<file path="src/rtl/ctl3w_pkg.sv">
package ctl3w_pkg;
  localparam int BYTE_W = 8;
  typedef enum logic [1:0] {SEL_NONE = 2'd0, SEL_A = 2'd1, SEL_B = 2'd2} sel_e;
endpackage

</file>
<file path="src/rtl/ctl3w_sync.sv">
module ctl3w_sync #(
  parameter int LINES  = 3,
  parameter int STAGES = 2
) (
  input  logic             clk_i,
  input  logic             rst_ni,
  input  logic [LINES-1:0] async_i,
  output logic [LINES-1:0] sync_o
);
  for (genvar l = 0; l < LINES; l++) begin : g_line
    logic [STAGES-1:0] chain_q;
    always_ff @(posedge clk_i or negedge rst_ni) begin
      if (!rst_ni) chain_q <= '0;
      else         chain_q <= {chain_q[STAGES-2:0], async_i[l]};
    end
    assign sync_o[l] = chain_q[STAGES-1];
  end
endmodule

</file>
<file path="src/rtl/ctl3w_deser.sv">
module ctl3w_deser
  import ctl3w_pkg::*;
(
  input  logic              clk_i,
  input  logic              rst_ni,
  input  logic              sclk_i,
  input  logic              sdat_i,
  input  logic              phase_i,
  output logic              byte_vld_o,
  output logic [BYTE_W-1:0] byte_o,
  output logic              byte_data_o
);
  localparam int CNT_W = $clog2(BYTE_W);

  logic              sclk_q, phase_q;
  logic [CNT_W-1:0]  cnt_q;
  logic [BYTE_W-1:0] sh_q;
  logic              rise, phase_chg, last_bit;

  assign rise      = sclk_i & ~sclk_q;
  assign phase_chg = phase_i ^ phase_q;
  assign last_bit  = (cnt_q == CNT_W'(BYTE_W - 1));

  always_ff @(posedge clk_i or negedge rst_ni) begin
    if (!rst_ni) begin
      sclk_q      <= 1'b0;
      phase_q     <= 1'b0;
      cnt_q       <= '0;
      sh_q        <= '0;
      byte_vld_o  <= 1'b0;
      byte_o      <= '0;
      byte_data_o <= 1'b0;
    end else begin
      sclk_q     <= sclk_i;
      phase_q    <= phase_i;
      byte_vld_o <= 1'b0;
      if (phase_chg) begin
        cnt_q <= '0;  // partial byte dropped
      end else if (rise) begin
        sh_q  <= {sdat_i, sh_q[BYTE_W-1:1]};  // LSB first: shift right
        cnt_q <= last_bit ? '0 : cnt_q + 1'b1;
        if (last_bit) begin
          byte_vld_o  <= 1'b1;
          byte_o      <= {sdat_i, sh_q[BYTE_W-1:1]};
          byte_data_o <= phase_i;
        end
      end
    end
  end
endmodule

</file>
<file path="src/rtl/ctl3w_select.sv">
module ctl3w_select
  import ctl3w_pkg::*;
#(
  parameter logic [5:0] DEV_ADDR = 6'b000101
) (
  input  logic              clk_i,
  input  logic              rst_ni,
  input  logic              byte_vld_i,
  input  logic [BYTE_W-1:0] byte_i,
  input  logic              byte_data_i,
  output sel_e              sel_o
);
  sel_e sel_d;

  always_comb begin
    sel_d = sel_o;
    if (byte_vld_i && !byte_data_i) begin
      if (byte_i[BYTE_W-1:2] != DEV_ADDR) sel_d = SEL_NONE;
      else begin
        unique case (byte_i[1:0])
          2'b00:   sel_d = SEL_A;
          2'b10:   sel_d = SEL_B;
          default: sel_d = SEL_NONE;
        endcase
      end
    end
  end

  always_ff @(posedge clk_i or negedge rst_ni) begin
    if (!rst_ni) sel_o <= SEL_NONE;
    else         sel_o <= sel_d;
  end
endmodule

</file>
<file path="src/rtl/ctl3w_bank.sv">
module ctl3w_bank #(
  parameter int IDX_W = 2,
  parameter int VAL_W = 6,
  localparam int NUM  = 1 << IDX_W
) (
  input  logic                 clk_i,
  input  logic                 we_i,
  input  logic [IDX_W-1:0]     idx_i,
  input  logic [VAL_W-1:0]     val_i,
  output logic [NUM*VAL_W-1:0] regs_o
);
  // no reset by intent: contents undefined until written
  for (genvar r = 0; r < NUM; r++) begin : g_reg
    logic [VAL_W-1:0] q;
    always_ff @(posedge clk_i) begin
      if (we_i && idx_i == IDX_W'(r)) q <= val_i;
    end
    assign regs_o[r*VAL_W +: VAL_W] = q;
  end
endmodule

</file>
<file path="src/rtl/ctl3w_slave.sv">
module ctl3w_slave
  import ctl3w_pkg::*;
#(
  parameter logic [5:0] DEV_ADDR    = 6'b000101,
  parameter int         SYNC_STAGES = 2,
  parameter int         IDX_W       = 2,
  localparam int        VAL_W       = BYTE_W - IDX_W,
  localparam int        NUM_REGS    = 1 << IDX_W,
  localparam int        SET_W       = NUM_REGS * VAL_W
) (
  input  logic             clk_i,
  input  logic             rst_ni,
  input  logic             bus_clk_i,
  input  logic             bus_dat_i,
  input  logic             bus_phase_i,
  output logic [SET_W-1:0] set_a_o,
  output logic [SET_W-1:0] set_b_o
);
  logic [2:0]        lines_s;
  logic              byte_vld;
  logic [BYTE_W-1:0] byte_q;
  logic              byte_data;
  sel_e              sel;
  logic [1:0]        we;
  logic [SET_W-1:0]  bank_out [2];

  ctl3w_sync #(.LINES(3), .STAGES(SYNC_STAGES)) u_sync (
    .clk_i, .rst_ni,
    .async_i({bus_phase_i, bus_dat_i, bus_clk_i}),
    .sync_o (lines_s)
  );

  ctl3w_deser u_deser (
    .clk_i, .rst_ni,
    .sclk_i     (lines_s[0]),
    .sdat_i     (lines_s[1]),
    .phase_i    (lines_s[2]),
    .byte_vld_o (byte_vld),
    .byte_o     (byte_q),
    .byte_data_o(byte_data)
  );

  ctl3w_select #(.DEV_ADDR(DEV_ADDR)) u_sel (
    .clk_i, .rst_ni,
    .byte_vld_i (byte_vld),
    .byte_i     (byte_q),
    .byte_data_i(byte_data),
    .sel_o      (sel)
  );

  for (genvar s = 0; s < 2; s++) begin : g_bank
    localparam sel_e MY_SEL = (s == 0) ? SEL_A : SEL_B;
    assign we[s] = byte_vld & byte_data & (sel == MY_SEL);
    ctl3w_bank #(.IDX_W(IDX_W), .VAL_W(VAL_W)) u_bank (
      .clk_i,
      .we_i  (we[s]),
      .idx_i (byte_q[BYTE_W-1 -: IDX_W]),
      .val_i (byte_q[VAL_W-1:0]),
      .regs_o(bank_out[s])
    );
  end

  assign set_a_o = bank_out[0];
  assign set_b_o = bank_out[1];
endmodule

</file>
<file path="config.mk">
export PLATFORM = sky130hd
export DESIGN_NAME = ctl3w_slave
export DESIGN_NICKNAME = d
export VERILOG_FILES = /design/src/rtl/ctl3w_pkg.sv /design/src/rtl/ctl3w_sync.sv /design/src/rtl/ctl3w_deser.sv /design/src/rtl/ctl3w_select.sv /design/src/rtl/ctl3w_bank.sv /design/src/rtl/ctl3w_slave.sv
export SDC_FILE = /design/constraint.sdc
export NUM_CORES = 1
export LEC_CHECK = 0
export BUFFER_PORTS_ARGS = -buffer_cell sky130_fd_sc_hd__buf_2
export CAP_MARGIN = 25
export CORE_MARGIN = 2
export CORE_UTILIZATION = 30
export DETAILED_ROUTE_END_ITERATION = 8
export SLEW_MARGIN = 20
export SYNTH_ARGS = -nofsm -noshare
export SYNTH_HDL_FRONTEND = slang
export SYNTH_SLANG_ARGS = --single-unit
</file>
<file path="constraint.sdc">
create_clock -name clk_i -period 1.4 [get_ports clk_i]
set_input_delay 0 -clock clk_i [delete_from_list [all_inputs] [get_ports clk_i]]
set_output_delay 0 -clock clk_i [all_outputs]
set_load 0.005 [all_outputs]
</file>
# After elaboration in Yosys (flattened, before gate mapping)
# Index checks and enable logic that the tools add are counted.
# word_totals
regBits	79
latch_bits	0
ramBits	0
romBits	0
input_bits	5
output_inout_bits	48
word_cells	58
memories	0
# classes
n_addsub	1
mul	0
div	0
order_cmp	0
eq_ne	8
shift	0
muxes	8
bitwise_logic	7
n_reduce_logical	15
# ops
operator	n
$logic_and 1x1->1	9
$mux 3	3
$eq 2x2->1 const B	4
$ne 6x3->1 const B	1
$and 1x1->1	4
$eq 2x1->1 const B	2
$logic_not 2->1	2
$pmux 2 s2	1
$add 3x1->3 const B	1
$eq 3x3->1 const B	1
$mux 1	3
$reduce_and 3->1	1
$mux 2	1
$not 1->1	2
$reduce_and 2->1	1
$reduce_bool 2->1	1
$logic_not 1->1	1
$xor 1x1->1	1

# Depth between registers and ports, before layout
# Gate-level depths: netlist of run 1.
# depth
depth_word	4
ltp_mapped	5
mapped_depth_nobuf	5

# By module
# Synthesis of run 1 repeated with hierarchy kept, for this count alone.
# hier_totals
hier_cells	132
hier_area_um2	2673.8
# by_module_without_submodules
mod	n_inst	cells_per_inst	area_per_inst_um2	seq_area_each_um2
ctl3w_bank	2	28	758.2	720.7
ctl3w_deser	1	54	858.3	550.5
ctl3w_sync	1	9	172.7	150.1
ctl3w_select	1	11	106.4	50.0
ctl3w_slave	1	2	20.0	0.0

# Worst setup path after synthesis of run 1
# OpenSTA, ideal clock, no wires.
# synth_path
path_kind	register -> register
from	reg u_deser.cnt_q[0]
to	reg u_deser.byte_data_o
setup_time_ps	125
arrival_time_ps	1419
required_time_ps	1275
slack_ps	-144
path_stages_with_launch	6
n_path_buf	0
synth_period_minus_slack_ps	1544
path_cell_list	dfrtp_1 > ha_1 > ha_1 > inv_1 > nor3_4 > mux2_2
# synth_between
elab_chain_len	2
# synth_lines
item	line	rtl
start: declaration	ctl3w_deser.sv:16	logic [CNT_W-1:0] cnt_q;
start signal: assignment	ctl3w_deser.sv:41	cnt_q <= last_bit ? '0 : cnt_q + 1'b1;
$eq 3x3->1	ctl3w_deser.sv:22	assign last_bit = (cnt_q == CNT_W'(BYTE_W - 1));
$reduce_and 3->1 (no line)	--	
end signal: assignment	ctl3w_deser.sv:45	byte_data_o <= phase_i;
end: declaration	ctl3w_deser.sv:11	output logic byte_data_o
# No other way between the ends.
# A chain may end at the register's enable or synchronous reset.

# Worst setup path after layout of run 1
# layout_path
from	reg u_deser.cnt_q[0]
to	reg u_deser.byte_o[1]
# layout_between
elab_chain_len	2
# layout_lines
item	line	rtl
$eq 3x3->1	ctl3w_deser.sv:22	
$reduce_and 3->1 (no line)	--	
end signal: assignment	ctl3w_deser.sv:44	byte_o <= {sdat_i, sh_q[BYTE_W-1:1]};
end: declaration	ctl3w_deser.sv:10	output logic [BYTE_W-1:0] byte_o,
# No other way between the ends.

==> results.yml, run 1 <==
detailed_routing:
  drtPass1Iterations: 4
  drc: 0
  vias: 1404
  routed_wl_um: 4407
  wl_per_cell_um: 13.31
  vias_per_cell: 4.242
  antenna_left: 0
  first_iter_violations: 39
grt:
  grt_pass1_wl_um: 7327
  grt_pass1_vias: 1475
  grt_max_degree: 31
  antenna_found_initial: 0
  grt_use_total_pct: 10.15
  gr-total-overflow: 0
sta:
  fin_skew_ns: 0.01059
  worst_pin_slew_ns: 0.6585
  rsz0062_at_grt: "yes"
  period_minus_slack_ns: 1.487
  setup_tns_ns: -1.060
  finalSetupViolations: 18
  timing.final.max_slew_violations: 0
  period_share_pct: 106.2
  fin_ws_ns: -0.08728
  max_freq_mhz: 672.4
  hold_viol: 0
  relSlewSlack_pct: 56.10
place:
  pre_cts_slack_ns: -0.05459
  placed_cell_area_um2: 3188
  place_congestion: 0.6826
  portBuffers: 52
  dpl.cell_count: 310
  dp_hpwl_um: 3114
synth:
  yosysSeqAreaShare_pct: 83.63
  synth_warnings: 0
  synth_commonest_cells: "edfxtp_1 (48), dfrtp_1 (30), mux2_2 (16)"
  ys_types: 21
  syn_nets: 139
  yosysTopAreaCellShare_pct: 54.99
  synthArstFlopShare_pct: 38.46
  synthCells: 132
  ys_seq_elements: 78
  syn_area_um2: 2621
  synth_edf_count: 48
  syn_area_per_cell_um2: 19.86
  yosys.area.top_type: "edfxtp_1"
  yosysMostFrequentCell: "edfxtp_1"
  synth_area_leaders: "edfxtp_1 (55%), dfrtp_1 (29%), mux2_2 (6.9%), nor2_1 (1.4%), mux2i_1 (1.1%)"
  ys.flop_type: "edfxtp_1"
setup_path:
  cp-start-kind: "flip-flop"
  crit_end: "u_deser.byte_o[1]"
  crit_path_end_kind: "flip-flop"
  crit_top_cell: "ha_1"
  worst-path-buf-inv: 2
  ff2ff_setup_slack_ns: -0.09
  worstRegToRegCells: 6
  cp.depth: 6
  reg2reg_from: "u_deser.cnt_q[0]"
  startpoint: "u_deser.cnt_q[0]"
  crit_type: "reg -> reg"
  worst_path_max_delay_cell: "dfrtp_1"
  reg2reg_to: "u_deser.byte_o[1]"
  path_cells: "ha_1 -> ha_1 -> inv_1 -> nor3_4 -> buf_12 -> mux2_2"
  slowest_delay_ns: 0.36
  cp_max_fo: 10
  arrival_ns: 1.71
  cp_data_required_time_ns: 1.63
  cpLargestDelayFamily: "flip-flops"
floorplanning:
  start_util_pct: 30.50
  row_count: 34
  ios: 53
  coreArea_um2: 8593
  die_h_um: 97.48
  dieArea_um2: 9501
  dieWidth_um: 97.48
run:
  maxCapViolations: 0
final_layout:
  fin_area_um2: 3437
  drive_gt1_share_pct: 50.22
  layout.nets: 225
  n_antenna_cell: 0
  instances_no_fill: 331
  synthToLayoutAreaGrowth_pct: 31.12
  fillCellCount: 789
  post-route-util_pct: 40.00
power:
  p_leak_nw: 1.381
  power_switching_w: 0.0009269
  clkPwrFrac_pct: 37.3
  netSwitchingFraction_pct: 21.16
  p_int_w: 0.003453
  max-vdd-ir-drop_mv: 0.5328
  comb_power_share_pct: 3.5
  power.density_nw_per_um2: 1274
  p_seq_share_pct: 59.2
clock_tree:
  cts_buffer_depth: 2
  clock_latency_ns: 0.34
  root_buffer: "clkbuf_8"
  htree_num_levels: 3
  clk_pin_slew_worst_paths_ns: 0.08
  clock_sinks: 78
  cts_tree: "yes"
  cts-buffers-inserted: 9
outcome:
  status: "finished with violations"
  violations: "setup timing"
hold_path:
  min_path_type: "in -> async"
-- metrics by stage --
| stage | total power (W) | hold slack (ns) |
|---|---|---|
| final | 0.004380 | 0.2150 |
| after global routing | 0.004572 | 0.2780 |
| after CTS | 0.004454 | 0.2274 |
| after detailed placement | 0.002790 | 0.07809 |
| after global placement | 0.002783 | 0.07417 |
| after floorplan | 0.002716 | -0.2956 |
-- final cells by class --
type / instances / area, um^2 / area share (%)
Inverter: 2 / 7.507 / 0.2184
Clock inverter: 6 / 70.07 / 2.039
Sequential cell: 78 / 2192 / 63.78
Clock buffer: 10 / 127.6 / 3.713
Timing Repair Buffer: 77 / 470.5 / 13.69
Tap cell: 108 / 135.1 / 3.932
Multi-Input combinational cell: 50 / 434.2 / 12.63
-- state kept, by name, indices dropped and copies added (netlist names) --
name                   flops
g_bank.u_bank.g.q         48
u_deser.byte_data_o        1
u_deser.byte_o             8
u_deser.byte_vld_o         1
u_deser.cnt_q              3
u_deser.phase_q            1
u_deser.sclk_q             1
u_deser.sh_q               7
u_sel.sel_o                2
u_sync.g_line.chain_q      6
-- how the worst min path moves through the flow --
stage | endpoint | slack, ns | depth (start not counted)
6_report | u_sync.g_line[1].chain_q[0] | 0.21 | 2
5_1_grt | u_sync.g_line[1].chain_q[0] | 0.28 | 2
4_1_cts | u_deser.byte_o[4] | 0.23 | 2
3_5_place_dp | u_sync.g_line[1].chain_q[0] | 0.08 | 1
3_3_place_gp | u_deser.sh_q[3] | 0.07 | 1
2_1_floorplan | u_deser.byte_data_o | -0.30 | 0
-- power by group through the flow --
stage	clock network (W)	logic, W	registers [W]
2_1_floorplan	0	0.000105	0.00261
3_3_place_gp	0	0.000145	0.00264
3_5_place_dp	0	0.000151	0.00264
4_1_cts	0.00170	0.000160	0.00259
5_1_grt	0.00180	0.000174	0.00260
6_report	0.00163	0.000155	0.00259
-- cell usage in the layout (no fill, tap or decap), types with 2 or more instances in the layout --
master         instances
clkinvlp_4             3
dlygate4sd3_1          4
nor3_2                 2
nand4b_1               2
dfrtp_1               30
nor2_1                10
mux2i_1                3
o21ai_2                2
clkbuf_8               9
buf_2                 52
nand2_1                3
inv_6                  2
inv_1                  2
ha_1                   2
edfxtp_1              48
nand2b_1               3
buf_4                 20
mux2_2                16
-- timing repair --
action                                  in CTS  in global routing
endpoints found under the hold margin       33                  0
pin swaps                                    0                  1
hold buffers                                 4                  0
gates resized for setup                      0                  1
endpoints found under the setup margin      18                 25
buffers inserted                             0                  1
-- kinds of logic (layout without fill, tap and decap cells) --
| group | after synthesis | after routing | share of synthesized area [%] |
|---|---|---|---|
| compound gates | 2 | 2 | 0.6684 |
| xor+xnor | 1 | 1 | 0.3342 |
| fa+ha+maj | 2 | 2 | 0.9545 |
| buf+inv | 4 | 95 | 0.6203 |
| flops | 78 | 78 | 83.63 |
| mux | 19 | 19 | 8.019 |
| simple gates | 26 | 26 | 5.777 |
-- metal layers --
| layer | track usage, % | vias to the layer above | part of all wire [%] |
|---|---|---|---|
| met3 | 4.173 | 7 | 7.0 |
| met2 | 16.23 | 50 | 50 |
| met1 | 11.75 | 694 | 42 |
| li1 | - | 653 | - |
| met5 | 0 | - | 0 |
| met4 | 5.128 | 0 | 1.4 |
No activity file was read; power rests on OpenSTA's default activity.
==> run 2: changes to the inputs <==
PLACE_DENSITY_LB_ADDON = 0.3   (was not set)
==> run 2 against run 1 <==
  * The flow still finishes with violations (setup timing)
  * Critical path depth stayed put
  * Clock skew hardly changed
  * Maximum frequency is 1.7% higher
  * Non-clock buffer count stayed put
  * Critical path type unchanged
  * Largest power group unchanged
  * Via count is 2.2% lower
  * Final area is 0.44% lower
==> results.yml, run 2 (synthesis gave the netlist of run 1 again) <==
setup_path:
  arrival_ns: 1.69
  crit_top_cell: "ha_1"
  worst_path_max_delay_cell: "dfrtp_1"
  cp-start-kind: "flip-flop"
  ff2ff_setup_slack_ns: -0.06
  worstRegToRegCells: 6
  startpoint: "u_deser.cnt_q[0]"
  cp_data_required_time_ns: 1.63
  cp.depth: 6
  worst-path-buf-inv: 2
  slowest_delay_ns: 0.35
  cp_max_fo: 10
  path_cells: "ha_1 -> ha_1 -> inv_1 -> nor3_4 -> buf_12 -> mux2_2"
  cpLargestDelayFamily: "flip-flops"
  crit_end: "u_deser.byte_o[1]"
  crit_path_end_kind: "flip-flop"
  crit_type: "reg -> reg"
  reg2reg_from: "u_deser.cnt_q[0]"
  reg2reg_to: "u_deser.byte_o[1]"
clock_tree:
  htree_num_levels: 3
  clock_latency_ns: 0.35
  clock_sinks: 78
  clk_pin_slew_worst_paths_ns: 0.08
  root_buffer: "clkbuf_8"
  cts-buffers-inserted: 9
  cts_tree: "yes"
  cts_buffer_depth: 2
sta:
  timing.hold.ws_ns: 0.2149
  fin_ws_ns: -0.06222
  max_freq_mhz: 683.9
  setup_tns_ns: -0.5850
  fin_skew_ns: 0.01100
  hold_viol: 0
  relSlewSlack_pct: 56.00
  timing.final.max_slew_violations: 0
  period_share_pct: 104.4
  rsz0062_at_grt: "yes"
  finalSetupViolations: 11
  period_minus_slack_ns: 1.462
  worst_pin_slew_ns: 0.6599
final_layout:
  layout_commonest_cell: "buf_2"
  drive_gt1_share_pct: 50.67
  n_antenna_cell: 0
  synthToLayoutAreaGrowth_pct: 30.55
  final_cell_mix: "buf_2 (52), edfxtp_1 (48), dfrtp_1 (30)"
  top_register: "g_bank.u_bank.g.q"
  layout.nets: 225
  largest_register_ffs: 48
  reg.largest.list: "g_bank.u_bank.g.q: 48 flops, u_deser.byte_o: 8 flops, u_deser.sh_q: 7 flops"
grt:
  grt_pass1_vias: 1344
  antenna_found_initial: 0
  grt_max_degree: 31
  grt_use_total_pct: 9.937
  gr-total-overflow: 0
  grt_pass1_wl_um: 7134
detailed_routing:
  first_iter_violations: 60
  wl_per_cell_um: 13.36
  drc: 0
  antenna_left: 0
  vias: 1373
  drtPass1Iterations: 3
  routed_wl_um: 4423
  vias_per_cell: 4.148
run:
  maxCapViolations: 0
floorplanning:
  start_util_pct: 30.50
  ios: 53
  row_count: 34
  die_h_um: 97.48
  coreArea_um2: 8593
  dieArea_um2: 9501
  dieWidth_um: 97.48
power:
  max-vdd-ir-drop_mv: 0.4819
  power.density_nw_per_um2: 1242
  p_leak_nw: 1.380
  power_w: 0.004249
place:
  dp_hpwl_um: 3062
  place_congestion: 0.7268
  portBuffers: 52
outcome:
  status: "finished with violations"
  violations: "setup timing"
hold_path:
  min_path_type: "in -> async"
run 2: changes by cell type in the layout (fill, tap and decap cells not counted), sizes merged:
cell / previous run / this run
inv: 4 / 6
clkinv: 0 / 1
clkinvlp: 3 / 2
bufinv: 1 / 0
clkbuf: 10 / 9
run 2: report_power, final:
group | leakage (nW) | internal [W] | switching [W]
registers | 0.795 | 0.00252 | 0.0000658
clock network | 0.0847 | 0.000662 | 0.000844
logic | 0.500 | 0.000102 | 0.0000567
total | 1.38 | 0.00328 | 0.000966
run 2: per-stage QoR:
step | cells | cell area (um^2) | setup slack (ns) | utilization [%]
2_1_floorplan | 132 | 2640 | -0.07899 | -
3_3_place_gp | 310 | 3188 | -0.05551 | 37.10
3_5_place_dp | 310 | 3188 | -0.07111 | 37.10
4_1_cts | 330 | 3406 | -0.07916 | 39.63
5_1_grt | 331 | 3422 | -0.1166 | 39.82
6_report | 331 | 3422 | -0.06222 | 39.82
run 2: layer usage:
layer	vias up	wire (um)	track usage [%]
met5	-	0	0
met4	0	89	6.090
met3	8	298	3.381
met2	49	1985	14.06
met1	657	2050	13.16
li1	659	-	-
run 2: worst min-delay path by stage:
stage | end | depth (start not counted)
2_1_floorplan | u_deser.byte_data_o | 0
3_5_place_dp | u_sync.g_line[0].chain_q[0] | 1
5_1_grt | u_sync.g_line[1].chain_q[0] | 2
6_report | u_sync.g_line[0].chain_q[0] | 2
3_3_place_gp | u_sync.g_line[0].chain_q[0] | 1
4_1_cts | u_sync.g_line[0].chain_q[0] | 2
run 2: layout make-up:
class                   instances  area, um^2
clock buffers                   9       123.9
multi-input cells              50       435.4
clock inverters                 7       53.80
repair buffers                 77       474.2
inverters                       2       7.507
fillers                       810        5171
flip-flops and latches         78        2192
well taps                     108       135.1
run 2: worst reg2reg max path: cells and delay by family, from the launching register on:
family | cells | cell delay [ns]
flip-flops | 1 | 0.35
multiplexers | 1 | 0.33
adder cells (fa/ha/maj) | 2 | 0.31
buffers and inverters | 2 | 0.22
AND/OR/NAND/NOR | 1 | 0.15
run 2: timing repair:
item,CTS,global route
buffers inserted,0,1
pin swaps,0,1
hold endpoints to repair,33,0
gates resized for setup,0,3
hold buffers,4,0
setup endpoints to repair,18,25
cloned,0,0
==> run 3: changes to the inputs <==
CORE_MARGIN = 10   (was 2)
==> run 3 against run 2 <==
  * The run still ends with setup timing left
  * Core utilization is 0.31 points higher
  * Sequential share of layout area is 0.49 points lower
  * Final area is 0.77% higher
  * Critical endpoint is now u_deser.byte_o[0]
==> results.yml, run 3 (synthesis gave the netlist of run 1 again) <==
outcome:
  status: "finished with violations"
  violations: "setup timing"
final_layout:
  layout.nets: 225
  reg.largest.list: "g_bank.u_bank.g.q: 48 flops, u_deser.byte_o: 8 flops, u_deser.sh_q: 7 flops"
  drive_gt1_share_pct: 50.67
  layout_commonest_cell: "buf_2"
  top_register: "g_bank.u_bank.g.q"
  n_antenna_cell: 0
  fillCellCount: 803
  largest_register_ffs: 48
  fin_area_um2: 3448
  synthToLayoutAreaGrowth_pct: 31.55
  final_cell_mix: "buf_2 (52), edfxtp_1 (48), dfrtp_1 (30)"
sta:
  max_freq_mhz: 676.8
  worst_pin_slew_ns: 0.6498
  period_minus_slack_ns: 1.478
  timing.hold.ws_ns: 0.2044
  rsz0062_at_grt: "yes"
  fin_ws_ns: -0.07761
  hold_viol: 0
  fin_skew_ns: 0.009438
  finalSetupViolations: 11
  period_share_pct: 105.5
  relSlewSlack_pct: 56.68
  timing.final.max_slew_violations: 0
detailed_routing:
  vias: 1375
  drtPass1Iterations: 4
  drc: 0
  antenna_left: 0
  vias_per_cell: 4.154
  wl_per_cell_um: 15.37
  first_iter_violations: 45
  routed_wl_um: 5087
setup_path:
  cpLargestDelayFamily: "flip-flops"
  cp-start-kind: "flip-flop"
  cp_data_required_time_ns: 1.64
  worst-path-buf-inv: 2
  crit_type: "reg -> reg"
  crit_path_end_kind: "flip-flop"
  cp_max_fo: 10
  arrival_ns: 1.71
  path_cells: "ha_1 -> ha_2 -> inv_1 -> nor3_4 -> buf_12 -> mux2_2"
  slowest_delay_ns: 0.36
  worst_path_max_delay_cell: "dfrtp_1"
floorplanning:
  coreArea_um2: 8593
  row_count: 34
  die_h_um: 113.5
  start_util_pct: 30.50
  dieArea_um2: 12880
  dieWidth_um: 113.5
  ios: 53
clock_tree:
  clk_pin_slew_worst_paths_ns: 0.09
  cts-buffers-inserted: 9
  root_buffer: "clkbuf_8"
  htree_num_levels: 3
  clock_sinks: 78
  clock_latency_ns: 0.35
  cts_buffer_depth: 2
  cts_tree: "yes"
grt:
  grt_max_degree: 31
  gr-total-overflow: 0
  grt_pass1_wl_um: 8286
  grt_pass1_vias: 1476
  antenna_found_initial: 0
  grt_use_total_pct: 8.156
power:
  max-vdd-ir-drop_mv: 0.4305
  p_leak_nw: 1.413
  power.density_nw_per_um2: 1264
place:
  dp_hpwl_um: 3572
  place_congestion: 0.6876
  placed_cell_area_um2: 3188
  portBuffers: 52
hold_path:
  min_path_type: "in -> async"
run:
  maxCapViolations: 0
run 3: metal layers:
metal	routed length, um	vias up	part of all wire, %	track usage (%)
met1	2287	658	45	9.686
met4	58	0	1.1	3.046
met2	2267	52	45	12.03
met5	0	-	0	0
li1	-	656	-	-
met3	474	9	9.3	4.619
run 3: worst paths after layout:
path / to / from / depth (start not counted) / slack (ns)
setup / recovery: u_deser.byte_o[0] / u_deser.cnt_q[0] / 6 / -0.08
hold / removal: u_deser.cnt_q[0] / rst_ni / 2 / 0.20
setup reg to reg: u_deser.byte_o[0] / u_deser.cnt_q[0] / 6 / -0.08
hold reg to reg: u_sync.g_line[0].chain_q[1] / u_sync.g_line[0].chain_q[0] / 0 / 0.36
max in group asynchronous: u_deser.sh_q[6] / rst_ni / 2 / 0.77
min in group clk_i: u_sync.g_line[2].chain_q[0] / bus_phase_i / 2 / 0.28
run 3: area by class of cell:
type                    instances  area [um^2]  share of cell area, %
clock inverters                 7        57.56                  1.669
multi-input cells              50        461.7                  13.39
clock buffers                   9        123.9                  3.592
flip-flops and latches         78         2192                  63.57
well taps                     108        135.1                  3.919
repair buffers                 77        470.5                  13.64
inverters                       2        7.507                 0.2177
run 3: stage by stage:
| stage | instances | util [%] | TNS [ns] | worst slack [ns] | total power [W] |
|---|---|---|---|---|---|
| final | 331 | 40.13 | -0.6843 | -0.07761 | 0.004358 |
| after global routing | 331 | 40.13 | -1.692 | -0.1716 | 0.004560 |
| after CTS | 330 | 39.71 | -0.7520 | -0.08831 | 0.004354 |
| after detailed placement | 310 | 37.10 | -0.9223 | -0.06424 | 0.002786 |
| after global placement | 310 | 37.10 | -0.7564 | -0.06535 | 0.002784 |
| after floorplan | 132 | - | -0.7962 | -0.07899 | 0.002716 |
run 3: what timing repair did:
item,CTS,global route
setup endpoints to repair,18,24
hold buffers,4,0
pin swaps,0,2
gates resized for setup,1,8
buffers inserted,0,1
hold endpoints to repair,33,0
run 3: power by group:
group | total [W] | switching, W | internal (W)
combinational | 0.000215 | 0.0000626 | 0.000152
clock | 0.00155 | 0.000880 | 0.000668
sequential | 0.00260 | 0.0000759 | 0.00252
run 3: worst reg2reg max path, stage by stage (launching register included):
cell	delay [ns]
dfrtp_1	0.36
ha_1	0.15
ha_2	0.17
inv_1	0.06
nor3_4	0.14
buf_12	0.15
mux2_2	0.33
